**src/rtl/vat_pkg.sv**
```systemverilog
package vat_pkg;
    localparam int VA_W   = 14;
    localparam int OFF_W  = 6;
    localparam int VPN_W  = VA_W - OFF_W;
    localparam int PPN_W  = 6;
    localparam int PA_W   = PPN_W + OFF_W;
    localparam int N_SETS = 4;
    localparam int N_WAYS = 4;
    localparam int SET_W  = $clog2(N_SETS);
    localparam int WAY_W  = $clog2(N_WAYS);
    localparam int TAG_W  = VPN_W - SET_W;
    localparam int PTE_W  = 1 + 2 + PPN_W;

    typedef enum logic [1:0] {
        ACC_NONE = 2'b00,
        ACC_RO   = 2'b01,
        ACC_RW   = 2'b10,
        ACC_RSVD = 2'b11
    } access_e;

    typedef struct packed {
        logic              valid;
        logic [TAG_W-1:0]  tag;
        logic [PPN_W-1:0]  ppn;
        access_e           acc;
    } tlb_entry_t;

    typedef enum logic [1:0] {
        ST_IDLE = 2'd0,
        ST_LOOK = 2'd1,
        ST_WAIT = 2'd2
    } fsm_e;
endpackage

```
**src/rtl/vat_access_check.sv**
```systemverilog
module vat_access_check
    import vat_pkg::*;
(
    input  access_e acc,
    input  logic    is_write,
    output logic    violation
);
    always_comb begin
        case (acc)
            ACC_RW:  violation = 1'b0;
            ACC_RO:  violation = is_write;
            default: violation = 1'b1;
        endcase
    end
endmodule

```
**src/rtl/vat_victim.sv**
```systemverilog
module vat_victim
    import vat_pkg::*;
#(
    parameter int SETS = N_SETS,
    parameter int WAYS = N_WAYS,
    localparam int SW  = $clog2(SETS),
    localparam int WW  = $clog2(WAYS)
) (
    input  logic            clk,
    input  logic            rst_n,
    input  logic [SW-1:0]   set_idx,
    input  logic [WAYS-1:0] valid_mask,
    input  logic            replace,
    output logic [WW-1:0]   victim,
    output logic            set_full
);
    logic [WW-1:0] ptr_q [SETS];
    logic [WW-1:0] ptr_d [SETS];
    logic [WW-1:0] free_way;
    logic          have_free;

    always_comb begin
        free_way  = '0;
        have_free = 1'b0;
        for (int w = WAYS - 1; w >= 0; w--) begin
            if (!valid_mask[w]) begin
                free_way  = WW'(w);
                have_free = 1'b1;
            end
        end
        set_full = !have_free;
        victim   = have_free ? free_way : ptr_q[set_idx];
    end

    always_comb begin
        for (int s = 0; s < SETS; s++) ptr_d[s] = ptr_q[s];
        if (replace && set_full) ptr_d[set_idx] = ptr_q[set_idx] + WW'(1);
    end

    always_ff @(posedge clk or negedge rst_n) begin
        if (!rst_n) begin
            for (int s = 0; s < SETS; s++) ptr_q[s] <= '0;
        end else begin
            for (int s = 0; s < SETS; s++) ptr_q[s] <= ptr_d[s];
        end
    end
endmodule

```
**src/rtl/vat_tlb_array.sv**
```systemverilog
module vat_tlb_array
    import vat_pkg::*;
#(
    parameter int SETS = N_SETS,
    parameter int WAYS = N_WAYS,
    localparam int SW  = $clog2(SETS),
    localparam int WW  = $clog2(WAYS)
) (
    input  logic             clk,
    input  logic             rst_n,
    input  logic             flush,
    input  logic [SW-1:0]    lk_set,
    input  logic [TAG_W-1:0] lk_tag,
    output logic             lk_hit,
    output logic [PPN_W-1:0] lk_ppn,
    output access_e          lk_acc,
    output logic [WAYS-1:0]  lk_valid,
    input  logic             wr_en,
    input  logic [WW-1:0]    wr_way,
    input  tlb_entry_t       wr_entry
);
    tlb_entry_t      ent_q [SETS][WAYS];
    tlb_entry_t      ent_d [SETS][WAYS];
    logic [WAYS-1:0] match;

    for (genvar w = 0; w < WAYS; w++) begin : g_way
        assign match[w]    = ent_q[lk_set][w].valid && (ent_q[lk_set][w].tag == lk_tag);
        assign lk_valid[w] = ent_q[lk_set][w].valid;
    end

    always_comb begin
        lk_hit = 1'b0;
        lk_ppn = '0;
        lk_acc = ACC_NONE;
        for (int w = 0; w < WAYS; w++) begin
            if (match[w]) begin
                lk_hit = 1'b1;
                lk_ppn = ent_q[lk_set][w].ppn;
                lk_acc = ent_q[lk_set][w].acc;
            end
        end
    end

    always_comb begin
        for (int s = 0; s < SETS; s++)
            for (int w = 0; w < WAYS; w++)
                ent_d[s][w] = ent_q[s][w];
        if (flush) begin
            for (int s = 0; s < SETS; s++)
                for (int w = 0; w < WAYS; w++)
                    ent_d[s][w].valid = 1'b0;
        end else if (wr_en) begin
            ent_d[lk_set][wr_way] = wr_entry;
        end
    end

    always_ff @(posedge clk or negedge rst_n) begin
        if (!rst_n) begin
            for (int s = 0; s < SETS; s++)
                for (int w = 0; w < WAYS; w++)
                    ent_q[s][w] <= '0;
        end else begin
            for (int s = 0; s < SETS; s++)
                for (int w = 0; w < WAYS; w++)
                    ent_q[s][w] <= ent_d[s][w];
        end
    end
endmodule

```
**src/rtl/vat_unit.sv**
```systemverilog
module vat_unit
    import vat_pkg::*;
(
    input  logic              clk,
    input  logic              rst_n,
    input  logic              req_valid,
    output logic              req_ready,
    input  logic [VA_W-1:0]   req_vaddr,
    input  logic              req_write,
    input  logic              flush,
    output logic              pt_rd_en,
    output logic [VPN_W-1:0]  pt_rd_addr,
    input  logic              pt_rd_valid,
    input  logic [PTE_W-1:0]  pt_rd_data,
    output logic              done,
    output logic [PA_W-1:0]   done_paddr,
    output logic              done_hit,
    output logic              done_fault,
    output logic              done_prot_err
);
    typedef struct packed {
        fsm_e             fsm;
        logic [VA_W-1:0]  vaddr;
        logic             wr;
        logic             done;
        logic [PA_W-1:0]  paddr;
        logic             hit;
        logic             fault;
        logic             perr;
        logic             rd_en;
        logic [VPN_W-1:0] rd_addr;
    } state_t;

    state_t st_q, st_d;

    logic [SET_W-1:0]  lk_set;
    logic [TAG_W-1:0]  lk_tag;
    logic [OFF_W-1:0]  off;
    logic              tlb_hit;
    logic [PPN_W-1:0]  tlb_ppn;
    access_e           tlb_acc;
    logic [N_WAYS-1:0] tlb_valid;
    logic [WAY_W-1:0]  victim;
    logic              set_full;
    logic              refill_d;
    tlb_entry_t        refill_entry;
    logic              pte_valid;
    access_e           pte_acc;
    logic [PPN_W-1:0]  pte_ppn;
    access_e           chk_acc;
    logic              violation;

    assign lk_set    = st_q.vaddr[OFF_W +: SET_W];
    assign lk_tag    = st_q.vaddr[VA_W-1 -: TAG_W];
    assign off       = st_q.vaddr[OFF_W-1:0];
    assign pte_valid = pt_rd_data[PTE_W-1];
    assign pte_acc   = access_e'(pt_rd_data[PPN_W +: 2]);
    assign pte_ppn   = pt_rd_data[PPN_W-1:0];
    assign chk_acc   = (st_q.fsm == ST_LOOK) ? tlb_acc : pte_acc;

    vat_tlb_array #(.SETS(N_SETS), .WAYS(N_WAYS)) i_array (
        .clk      (clk),
        .rst_n    (rst_n),
        .flush    (flush),
        .lk_set   (lk_set),
        .lk_tag   (lk_tag),
        .lk_hit   (tlb_hit),
        .lk_ppn   (tlb_ppn),
        .lk_acc   (tlb_acc),
        .lk_valid (tlb_valid),
        .wr_en    (refill_d),
        .wr_way   (victim),
        .wr_entry (refill_entry)
    );

    vat_victim #(.SETS(N_SETS), .WAYS(N_WAYS)) i_victim (
        .clk        (clk),
        .rst_n      (rst_n),
        .set_idx    (lk_set),
        .valid_mask (tlb_valid),
        .replace    (refill_d && !flush),
        .victim     (victim),
        .set_full   (set_full)
    );

    vat_access_check i_access (
        .acc       (chk_acc),
        .is_write  (st_q.wr),
        .violation (violation)
    );

    always_comb begin
        st_d         = st_q;
        st_d.done    = 1'b0;
        st_d.rd_en   = 1'b0;
        refill_d     = 1'b0;
        refill_entry = '{valid: 1'b1, tag: lk_tag, ppn: pte_ppn, acc: pte_acc};
        case (st_q.fsm)
            ST_IDLE: begin
                if (req_valid) begin
                    st_d.vaddr = req_vaddr;
                    st_d.wr    = req_write;
                    st_d.fsm   = ST_LOOK;
                end
            end
            ST_LOOK: begin
                if (tlb_hit) begin
                    st_d.done  = 1'b1;
                    st_d.hit   = 1'b1;
                    st_d.fault = 1'b0;
                    st_d.perr  = violation;
                    st_d.paddr = {tlb_ppn, off};
                    st_d.fsm   = ST_IDLE;
                end else begin
                    st_d.rd_en   = 1'b1;
                    st_d.rd_addr = st_q.vaddr[VA_W-1 -: VPN_W];
                    st_d.fsm     = ST_WAIT;
                end
            end
            ST_WAIT: begin
                if (pt_rd_valid) begin
                    st_d.done = 1'b1;
                    st_d.hit  = 1'b0;
                    st_d.fsm  = ST_IDLE;
                    if (pte_valid) begin
                        st_d.fault = 1'b0;
                        st_d.perr  = violation;
                        st_d.paddr = {pte_ppn, off};
                        refill_d   = 1'b1;
                    end else begin
                        st_d.fault = 1'b1;
                        st_d.perr  = 1'b0;
                        st_d.paddr = '0;
                    end
                end
            end
            default: st_d.fsm = ST_IDLE;
        endcase
    end

    always_ff @(posedge clk or negedge rst_n) begin
        if (!rst_n) begin
            st_q     <= '0;
            st_q.fsm <= ST_IDLE;
        end else begin
            st_q <= st_d;
        end
    end

    assign req_ready     = (st_q.fsm == ST_IDLE);
    assign pt_rd_en      = st_q.rd_en;
    assign pt_rd_addr    = st_q.rd_addr;
    assign done          = st_q.done;
    assign done_paddr    = st_q.paddr;
    assign done_hit      = st_q.hit;
    assign done_fault    = st_q.fault;
    assign done_prot_err = st_q.perr;

    logic unused_full;
    assign unused_full = set_full;
endmodule

```
**config.mk**
```make
export PLATFORM = sky130hd
export DESIGN_NAME = vat_unit
export DESIGN_NICKNAME = d
export VERILOG_FILES = /design/src/rtl/vat_pkg.sv /design/src/rtl/vat_access_check.sv /design/src/rtl/vat_victim.sv /design/src/rtl/vat_tlb_array.sv /design/src/rtl/vat_unit.sv
export SDC_FILE = /design/constraint.sdc
export NUM_CORES = 1
export LEC_CHECK = 0
export ABC_CLOCK_PERIOD_IN_PS = 4200
export BUFFER_PORTS_ARGS = -buffer_cell sky130_fd_sc_hd__buf_2
export CAP_MARGIN = 20
export CORE_UTILIZATION = 55
export DETAILED_ROUTE_END_ITERATION = 16
export PLACE_DENSITY = 0.79
export SKIP_CTS_REPAIR_TIMING = 1
export SYNTH_ARGS = -nofsm -noshare
export SYNTH_HDL_FRONTEND = slang
export SYNTH_HIERARCHICAL = 1
export SYNTH_SLANG_ARGS = --single-unit
```
**constraint.sdc**
```tcl
create_clock -name clk -period 4.2 [get_ports clk]
set_input_delay 0.63 -clock clk [delete_from_list [all_inputs] [get_ports clk]]
set_output_delay 0.63 -clock clk [all_outputs]
set_load 0.01 [all_outputs]
```
==> flow_metrics.tcl <==
set metrics [dict create \
    status "completed" \
    rsz0062_at_grt "false" \
    hold_viol_final 0 \
    slew_violations 0 \
    dp_slack_ns 0.354 \
    pwr-share-seq_pct 44.1 \
    synth_nets 978 \
    dr.first_iter.drc_count 602 \
    cts_tree "yes" \
    path_class "reg2reg" \
    syn_to_final_growth_pct 10.8 \
    internal_power_mw 5.68 \
    rows 57 \
    die_h_um 160 \
    worstPathArrival_ns 4.28 \
    drc_errors 0 \
    grt_use_total_pct 22.8 \
    tightest_slew_ns 0.956 \
    wirelength_um 27800 \
    syn_inst 945 \
    p_leak_nw 7.32 \
    swShare_pct 29.9 \
    cp_max_fo 52 \
    grt_pass1_vias 8476 \
    core-area_um2 24300 \
    drv_cap 0 \
    die_x_um 160 \
    hold_path.class "in2async" \
    critPathTopFamily "simple AND/OR/NAND/NOR gates" \
    cts_sinks 290 \
    antenna_cells 0 \
    fin_crit_ns 3.86 \
    grt_pass1_wl_um 46100 \
    fmax_ghz 0.259 \
    synth_warnings 6 \
    drtAntennaViolNets 0 \
    hpwl_um 17900 \
    synth.avg_cell_area_um2 14.5 \
    startpoint_type "flop" \
    worst_slack_ns 0.344 \
    clk_pin_slew_ns 0.06 \
    setup_tns_ns 0 \
    slew_headroom_pct 36.3 \
    avgRoutedWirePerCell_um 21.0 \
    drive_above_1_share_pct 45.6 \
    via_per_inst 6.00 \
    cts.htree.levels 1 \
    io_pins 55 \
    initial_core_util_pct 56.2 \
    synthesis.area_um2 13700 \
    path_cells "buf_12, mux4_2, xnor2_1, nand3_1, o21bai_2, nand3b_1, mux2i_1, or2_1, a22o_2" \
    pwr-share-comb_pct 24.0 \
    crit_buf_inv 1 \
    ir_drop_v 0.000401 \
    setup_viol_count_final 0 \
    end_kind "flop" \
    drt_first_pass_iters 5 \
    worst_ep_required_time_ns 4.62 \
    power.switching_mw 2.43 \
    gp_congestion 0.836 \
    port_buffers 54 \
    clock-root-buffer "clkbuf_16" \
    clkLatencyLatePin_ns 0.54 \
    cts_buffers 29 \
    skew_ns 0.00970 \
    min_period_over_period_pct 91.8 \
    die-area_um2 25500 \
    slowest_stage "dfrtp_4" \
    power_density_nw_per_um2 535 \
    power_frac_clock_pct 31.9 \
    antenna_found_initial 0 \
    vias 7938 \
    grt.overflow.total 0 \
    ctsLongestPathBuffers 3 \
    cpPeakStageDelay_ns 0.74 \
    layout.nets 1012 \
    grt_max_degree 119 \
]
-- power groups by stage --
| stage | registers [mW] | clock network, mW | logic, mW |
|---|---|---|---|
| finish | 3.57 | 2.58 | 1.95 |
| global route | 3.63 | 2.76 | 2.08 |
| CTS | 3.58 | 2.64 | 1.96 |
| detailed placement | 3.62 | 0 | 1.95 |
| global placement | 3.60 | 0 | 1.91 |
| floorplan | 3.36 | 0 | 1.70 |
-- path summary, 6_finish.rpt --
path	to	slack [ns]	from	cells past startpoint
max	done_paddr[10]	0.34	lk_set[0]	9
min	i_array/ent_q[182]	0.13	rst_n	1
max reg2reg	done_paddr[10]	0.34	lk_set[0]	9
min reg2reg	i_victim/ptr_q[3]	0.47	i_victim/ptr_q[3]	1
max in group asynchronous	i_array/ent_q[216]	3.12	rst_n	2
min in group clk	lk_tag[3]	0.32	req_vaddr[11]	2
-- area by class of cell --
cell class / count / area [um2]
multi-input combinational: 560 / 5880
tap: 324 / 405
inverter: 6 / 22.5
sequential: 290 / 7260
clock inverter: 7 / 113
fill: 1783 / 9170
clock buffer: 45 / 846
timing repair buffer: 92 / 616
-- metal layers --
layer	routed length (um)	part of all wire [%]	GRT usage (%)	vias up
li1	-	-	-	3510
met5	0	0	0	-
met1	12300	44	31.9	4208
met2	13800	50	38.4	185
met4	399	1.4	4.94	0
met3	1240	4.5	2.73	35
-- cells in the final DEF, fill, tap and decap left out, types with 19 or more instances in the layout --
master,count
dfrtp_1,288
mux2_2,258
buf_2,53
mux4_2,47
nand2_1,37
buf_4,34
nor2_1,31
clkbuf_16,29
xnor2_1,26
nand3_1,20
mux2i_1,19
-- state kept, by name, summed over array words and instances (netlist names) --
| register | count |
|---|---|
| i_array/ent_q | 240 |
| done_paddr | 12 |
| i_victim/ptr_q | 8 |
| pt_rd_addr | 8 |
| lk_tag | 6 |
| off | 6 |
| st_q | 3 |
| lk_set | 2 |
| done | 1 |
| done_fault | 1 |
| done_hit | 1 |
| done_prot_err | 1 |
| pt_rd_en | 1 |
-- worst reg2reg max path, cell delays in order, from the launching register on --
cell	delay, ns
dfrtp_4	0.74
buf_12	0.43
mux4_2	0.60
xnor2_1	0.16
nand3_1	0.13
o21bai_2	0.41
nand3b_1	0.27
mux2i_1	0.16
or2_1	0.48
a22o_2	0.36
-- metrics by stage --
stage	utilization, %	cell area, um2	std cells	hold slack, ns	power, mW
finish	62.3	15100	1324	0.129	8.10
global placement	58.4	14200	1272	0.454	5.51
CTS	62.3	15100	1324	0.198	8.18
detailed placement	58.4	14200	1272	0.455	5.57
global route	62.3	15100	1324	0.214	8.47
floorplan	-	13700	945	0.334	5.06
(Power assumes the default switching activity.)
